===== src/rtl/dbg_hz_pkg.sv =====
package dbg_hz_pkg;

    localparam int NPROD = 5;
    localparam int NCONS = 6;
    localparam int NPAIR = 7;

    typedef enum logic {
        TRK_IDLE,
        TRK_WAIT
    } trk_state_e;

    typedef enum logic [2:0] {
        HZ_NONE        = 3'd0,
        HZ_BAR_RET     = 3'd1,
        HZ_BAR_LDST    = 3'd2,
        HZ_BAR_DBGRD   = 3'd3,
        HZ_PCW_PCRD    = 3'd4,
        HZ_DBGW_RET    = 3'd5,
        HZ_SEGW_SEGLS  = 3'd6,
        HZ_IMPW_IMPR   = 3'd7
    } hz_cause_e;

    // pair p reports cause p+1; producer and consumer bit for each pair
    localparam int PAIR_PROD [NPAIR] = '{0, 0, 0, 1, 2, 3, 4};
    localparam int PAIR_CONS [NPAIR] = '{0, 1, 3, 4, 0, 2, 5};

endpackage


===== src/rtl/dbg_hz_tracker.sv =====
module dbg_hz_tracker
    import dbg_hz_pkg::*;
#(
    parameter int GAP = 2,
    parameter int CW  = 2
) (
    input  logic          clk,
    input  logic          rst_n,
    input  logic          load,
    output logic [CW-1:0] remain
);

    localparam logic [CW-1:0] RELOAD = CW'(GAP - 1);
    localparam bit            ARMS   = (GAP > 1);

    trk_state_e    state, state_nxt;
    logic [CW-1:0] cnt, cnt_nxt;

    always_ff @(posedge clk or negedge rst_n) begin
        if (!rst_n) begin
            state <= TRK_IDLE;
            cnt   <= '0;
        end else begin
            state <= state_nxt;
            cnt   <= cnt_nxt;
        end
    end

    always_comb begin
        state_nxt = state;
        cnt_nxt   = cnt;
        unique case (state)
            TRK_IDLE: begin
                if (load && ARMS) begin
                    state_nxt = TRK_WAIT;
                    cnt_nxt   = RELOAD;
                end
            end
            TRK_WAIT: begin
                if (load) begin
                    cnt_nxt = RELOAD;
                end else if (cnt == CW'(1)) begin
                    state_nxt = TRK_IDLE;
                    cnt_nxt   = '0;
                end else begin
                    cnt_nxt = cnt - CW'(1);
                end
            end
            default: begin
                state_nxt = TRK_IDLE;
                cnt_nxt   = '0;
            end
        endcase
    end

    always_comb remain = cnt;

    AST_RELOAD_FULL: assert property (@(posedge clk) disable iff (!rst_n)
        load |=> remain == RELOAD);

    AST_COUNT_DOWN: assert property (@(posedge clk) disable iff (!rst_n)
        (state == TRK_WAIT && !load) |=> remain == $past(remain) - CW'(1));

    AST_NO_OVERFLOW: assert property (@(posedge clk) disable iff (!rst_n)
        remain <= RELOAD);

endmodule


===== src/rtl/dbg_hz_arbiter.sv =====
module dbg_hz_arbiter
    import dbg_hz_pkg::*;
#(
    parameter int CW = 2
) (
    input  logic             issue_vld,
    input  logic [NCONS-1:0] cons_cls,
    input  logic [CW-1:0]    remain [NPROD],
    output logic             stall,
    output logic [2:0]       hz_cause
);

    logic [CW-1:0] best_cnt;

    always_comb begin
        best_cnt = '0;
        hz_cause = HZ_NONE;
        for (int p = 0; p < NPAIR; p++) begin
            if (issue_vld && cons_cls[PAIR_CONS[p]]
                && remain[PAIR_PROD[p]] > best_cnt) begin
                best_cnt = remain[PAIR_PROD[p]];
                hz_cause = 3'(p + 1);
            end
        end
        stall = (hz_cause != HZ_NONE);
    end

endmodule


===== src/rtl/dbg_hazard_interlock.sv =====
module dbg_hazard_interlock
    import dbg_hz_pkg::*;
#(
    parameter int BAR_GAP  = 2,
    parameter int PCW_GAP  = 2,
    parameter int DBGW_GAP = 2,
    parameter int SEGW_GAP = 3,
    parameter int IMPW_GAP = 3
) (
    input  logic             clk,
    input  logic             rst_n,
    input  logic             issue_vld,
    input  logic [NPROD-1:0] prod_cls,
    input  logic [NCONS-1:0] cons_cls,
    output logic             stall,
    output logic [2:0]       hz_cause
);

    localparam int GAPS [NPROD] = '{BAR_GAP, PCW_GAP, DBGW_GAP, SEGW_GAP, IMPW_GAP};
    localparam int MAXG_A = (BAR_GAP > PCW_GAP) ? BAR_GAP : PCW_GAP;
    localparam int MAXG_B = (DBGW_GAP > SEGW_GAP) ? DBGW_GAP : SEGW_GAP;
    localparam int MAXG_C = (MAXG_A > MAXG_B) ? MAXG_A : MAXG_B;
    localparam int MAXG   = (MAXG_C > IMPW_GAP) ? MAXG_C : IMPW_GAP;
    localparam int CW     = $clog2(MAXG + 1);

    logic [CW-1:0] remain [NPROD];
    logic          issued;

    assign issued = issue_vld && !stall;

    for (genvar g = 0; g < NPROD; g++) begin : g_trk
        dbg_hz_tracker #(
            .GAP (GAPS[g]),
            .CW  (CW)
        ) u_trk (
            .clk    (clk),
            .rst_n  (rst_n),
            .load   (issued && prod_cls[g]),
            .remain (remain[g])
        );
    end

    dbg_hz_arbiter #(
        .CW (CW)
    ) u_arb (
        .issue_vld (issue_vld),
        .cons_cls  (cons_cls),
        .remain    (remain),
        .stall     (stall),
        .hz_cause  (hz_cause)
    );

    AST_STALL_NEEDS_VALID: assert property (@(posedge clk) disable iff (!rst_n)
        stall |-> issue_vld);

    AST_CAUSE_IDLE: assert property (@(posedge clk) disable iff (!rst_n)
        !stall |-> hz_cause == 3'd0);

    if (BAR_GAP > 1) begin : g_bar_chk
        AST_BAR_RET_HOLD: assert property (@(posedge clk) disable iff (!rst_n)
            (issued && prod_cls[0]) |=> (!(issue_vld && cons_cls[0]) || stall));
    end

    if (SEGW_GAP > 1) begin : g_seg_chk
        AST_SEG_LDST_HOLD: assert property (@(posedge clk) disable iff (!rst_n)
            (issued && prod_cls[3]) |=> (!(issue_vld && cons_cls[2]) || stall));
    end

endmodule


===== config.mk =====
export PLATFORM = sky130hd
export DESIGN_NAME = dbg_hazard_interlock
export DESIGN_NICKNAME = d
export VERILOG_FILES = /design/src/rtl/dbg_hz_pkg.sv /design/src/rtl/dbg_hz_tracker.sv /design/src/rtl/dbg_hz_arbiter.sv /design/src/rtl/dbg_hazard_interlock.sv
export SDC_FILE = /design/constraint.sdc
export NUM_CORES = 1
export LEC_CHECK = 0
export CAP_MARGIN = 10
export CORE_AREA = 4 4 52 58
export CTS_CLUSTER_SIZE = 12
export DETAILED_ROUTE_END_ITERATION = 8
export DIE_AREA = 0 0 56 62
export DONT_BUFFER_PORTS = 1
export PLACE_DENSITY = 0.64
export SYNTH_ARGS = -nofsm -noshare
export SYNTH_HDL_FRONTEND = slang
export SYNTH_SLANG_ARGS = --single-unit

===== constraint.sdc =====
create_clock -name clk -period 5.95 [get_ports clk]
set_input_delay 0.595 -clock clk [delete_from_list [all_inputs] [get_ports clk]]
set_output_delay 0.595 -clock clk [all_outputs]
set_load 0.005 [all_outputs]

==> summary.txt <==
Run status
  • Status: finished, violations left
  • Failing checks: negative setup slack

Pwr
  • Sw frac: 40.67%
  • Internal portion of total power: 0.5780 mW
  • Power spent charging and discharging nets: 0.3961 mW
  • Sum of internal, switching and leakage power: 0.9741 mW
  • Combinational power share: 73.5%
  • Leak: 0.8192 nW
  • Share of power burned in the clock network: 5.8%
  • Total power density per cell area: 588.9 nW/um2
  • Max VDD drop: 0.3345 mV
  • Sequential cell fraction of total power: 20.8%

Clock network
  • Number of buffers created by CTS: 3
  • TritonCTS clock tree: done
  • Register clock-pin slew on the reported worst setup and hold paths: 90 ps
  • Number of clock sinks seen by CTS: 15
  • H-tree depth: 1
  • Maximum buffer depth of the clock tree: 2
  • Clock insertion delay at the later pin of the skew report: 280 ps
  • CTS root buf: clkbuf_4

Setup path
  • Crit end category: output pin
  • Slack of the worst reg-to-reg path: -10 ps
  • Max FO, Critical Path: 3
  • Sort of element at the start of the critical path: flop
  • Worst path max stage delay: 400 ps
  • Worst path slowest cell: dfrtp_1
  • Most frequent cell on the critical path: buf_4
  • Arrival @ worst endpoint: 5770 ps
  • Crit Path Category: reg -> out
  • WP data required: 5360 ps

Timing
  • Period Utilization, post-route: 107.0%
  • Skew final: 6.371 ps
  • Hold violation total from the final report: 0
  • Hold Slack: 383.3 ps
  • F_max: 157.1 MHz
  • Count of pins over their slew limit: 0
  • Worst-case setup margin in the final layout: -416.4 ps
  • Minimum clock period: 6366 ps
  • Total negative slack: -1203 ps
  • Final Setup Violations: 5
  • Worst slew slack as a fraction of its limit: 55.68%
  • Setup repair after global routing missed its margin: true
  • Worst Tran Pin Value: 662.6 ps

Floorplan
  • Die outline area: 3472 um2
  • Die X: 56 um
  • Standard-cell rows: 19
  • Ports placed on the boundary: 18
  • Starting Density: 47.67%
  • Y dimension of the die: 62 um
  • Standard cell core area: 2472 um2

Synthesis
  • Area fraction in compound gates after synthesis: 25.90%
  • Multiplexer share of the synthesized area: 4.352%
  • Net count of the mapped netlist: 158
  • Post-synthesis instance area: 1179 um2
  • Number of flip-flops and latches in the synthesized netlist: 15
  • Number of standard cells after synthesis: 131
  • Area share of and/or/nand/nor cells after synthesis: 17.62%
  • Post-Synth XOR/XNOR Area: 0%
  • Average cell area after synthesis: 8.997 um2
  • Dominant combinational cell family by area after synthesis: compound AO/OA/AOI/OAI gates
  • Post-synthesis sequential area ratio: 31.85%
  • Number of distinct library cells after synthesis: 38
  • Post-synthesis share of cell area spent on full adders, half adders and majority gates: 13.80%
  • Total number of yosys warnings: 0

Global routing
  • Initial antenna violation count: 0
  • Global-route wire length before repair: 4.857 mm
  • Tot GR Track Use: 17.59%
  • Vias in the first global route: 1167
  • Largest net degree at the start of global routing: 16
  • Remaining global-route overflow: 0

Detailed routing
  • Antenna Nets Post-Route: 0
  • DR WL/cell: 14.36 um
  • Overall routed net length: 2.886 mm
  • Number of remaining DRC errors: 0
  • Drt first-iter violations: 27
  • First-pass iteration count of the detailed router: 4
  • Detailed-route via count: 1131
  • DR vias/cell: 5.627

Cells and area
  • Leading cell types in the layout, fill and taps excluded: buf_4 (34), dfrtp_1 (15), inv_1 (14), a21oi_1 (10)
  • Area added between synthesis and finish: 40.34%
  • Utilization after layout: 66.90%
  • Count of inserted antenna diode cells: 0
  • Share of final-layout standard cells stronger than drive strength 1: 40.59%
  • Post-layout instance count excluding filler cells: 201
  • Most common library cell in the layout ignoring fill and taps: buf_4
  • Post-route cell area: 1654 um2
  • Final net count: 198

Placed design
  • Placed insts: 175
  • GPL Wtd Cong: 0.7375
  • Count of port buffers added during placement: 0
  • Post-DP Area: 1333 um2
  • Pre-CTS setup slack: -329.0 ps
  • Detail Placement HPWL: 2.008 mm

Hold path
  • Class of the tightest hold or removal check: in -> reg

Flow run
  • Number of violations of the max-capacitance limit: 0
[worst max-delay path: cells and delay by family (launching register included)]
family	cells	cell delay, ps
and+or+nand+nor	10	1430
AOI/OAI and AO/OA	8	1250
adders and majority gates	5	1180
buffers and inverters	7	820
muxes	2	420
DFF	1	400
[cell type report]
cell class	instances	area [um2]
fill	209	818.3
inverter	16	60.06
multi-input combinational	98	855.8
clock buffer	3	22.52
tap	31	38.79
sequential	15	375.4
clock inverter	1	5.005
timing repair buffer	37	296.5
[synth_stat cells]
library cell | instances | area [um2]
a21o_1 | 5 | 37.54
a21oi_1 | 10 | 50.05
a21oi_2 | 1 | 8.760
a221o_1 | 3 | 30.03
a221oi_1 | 2 | 17.52
a22o_1 | 1 | 8.760
a2bb2oi_1 | 1 | 8.760
a311oi_1 | 1 | 8.760
a31oi_1 | 2 | 12.51
a41o_1 | 1 | 10.01
and2_1 | 2 | 12.51
and3_1 | 2 | 12.51
and4bb_4 | 1 | 16.27
buf_2 | 1 | 5.000
buf_6 | 1 | 11.26
dfrtp_1 | 15 | 375.4
ha_1 | 13 | 162.7
inv_1 | 16 | 60.06
mux2_2 | 1 | 11.26
mux2i_1 | 4 | 40.04
nand2_1 | 6 | 22.52
nand2b_1 | 1 | 6.260
nand3_1 | 1 | 5.000
nand4_1 | 1 | 6.260
nor2_1 | 12 | 45.04
nor2b_1 | 6 | 37.54
nor3_1 | 2 | 10.01
nor4_4 | 1 | 21.27
o2111ai_1 | 1 | 8.760
o2111ai_2 | 1 | 15.01
o21a_1 | 2 | 15.01
o21ai_0 | 4 | 20.02
o21ai_1 | 3 | 15.01
o21bai_1 | 2 | 15.01
o22ai_1 | 1 | 6.260
o2bb2ai_1 | 2 | 17.52
or2_2 | 1 | 6.260
or3_1 | 1 | 6.260
[logic make-up (layout without fill, tap and decap cells)]
logic type	count (synthesis)	in the layout
compound gates	43	43
fa+ha+maj	13	13
buf+inv	18	57
flops	15	15
mux	5	5
simple gates	37	37
[routing by layer]
layer | up-vias | GRT usage, % | routed length (um)
li1 | 552 | - | -
met1 | 553 | 19.34 | 1198
met2 | 20 | 33.22 | 1520
met3 | 6 | 3.099 | 121
met4 | 0 | 9.153 | 46
met5 | - | 0 | 0
[final timing paths]
kind | end | cells after the start | from
hold reg to reg | g_trk[0].u_trk.remain[1] | 1 | g_trk[0].u_trk.state
min in group asynchronous | g_trk[4].u_trk.remain[0] | 1 | rst_n
setup reg to reg | g_trk[1].u_trk.remain[0] | 35 | g_trk[0].u_trk.remain[0]
max in group asynchronous | g_trk[2].u_trk.state | 1 | rst_n
setup / recovery | stall | 32 | g_trk[0].u_trk.remain[0]
hold / removal | g_trk[3].u_trk.remain[0] | 1 | prod_cls[3]
[repair_timing]
action / in CTS / in global routing
setup buffers: 18 / 3
resized for setup: 16 / 12
endpoints found under the hold margin: 15 / 0
cloned: 0 / 0
pin swaps: 18 / 19
setup endpoints to repair: 19 / 19
hold buffers: 1 / 0
[registers in the layout, indices dropped and copies added, names as in the netlist]
signal and flops:
g_trk.u_trk.remain 10, g_trk.u_trk.state 5
[power groups by stage]
stage               registers, mW  logic (mW)  clock network (mW)
floorplan                   0.191       0.353                   0
global placement            0.199       0.467                   0
detailed placement          0.203       0.495                   0
CTS                         0.201       0.626              0.0579
global route                0.210       0.796              0.0627
finish                      0.202       0.716              0.0562
Power figures use the tool's default switching activity.
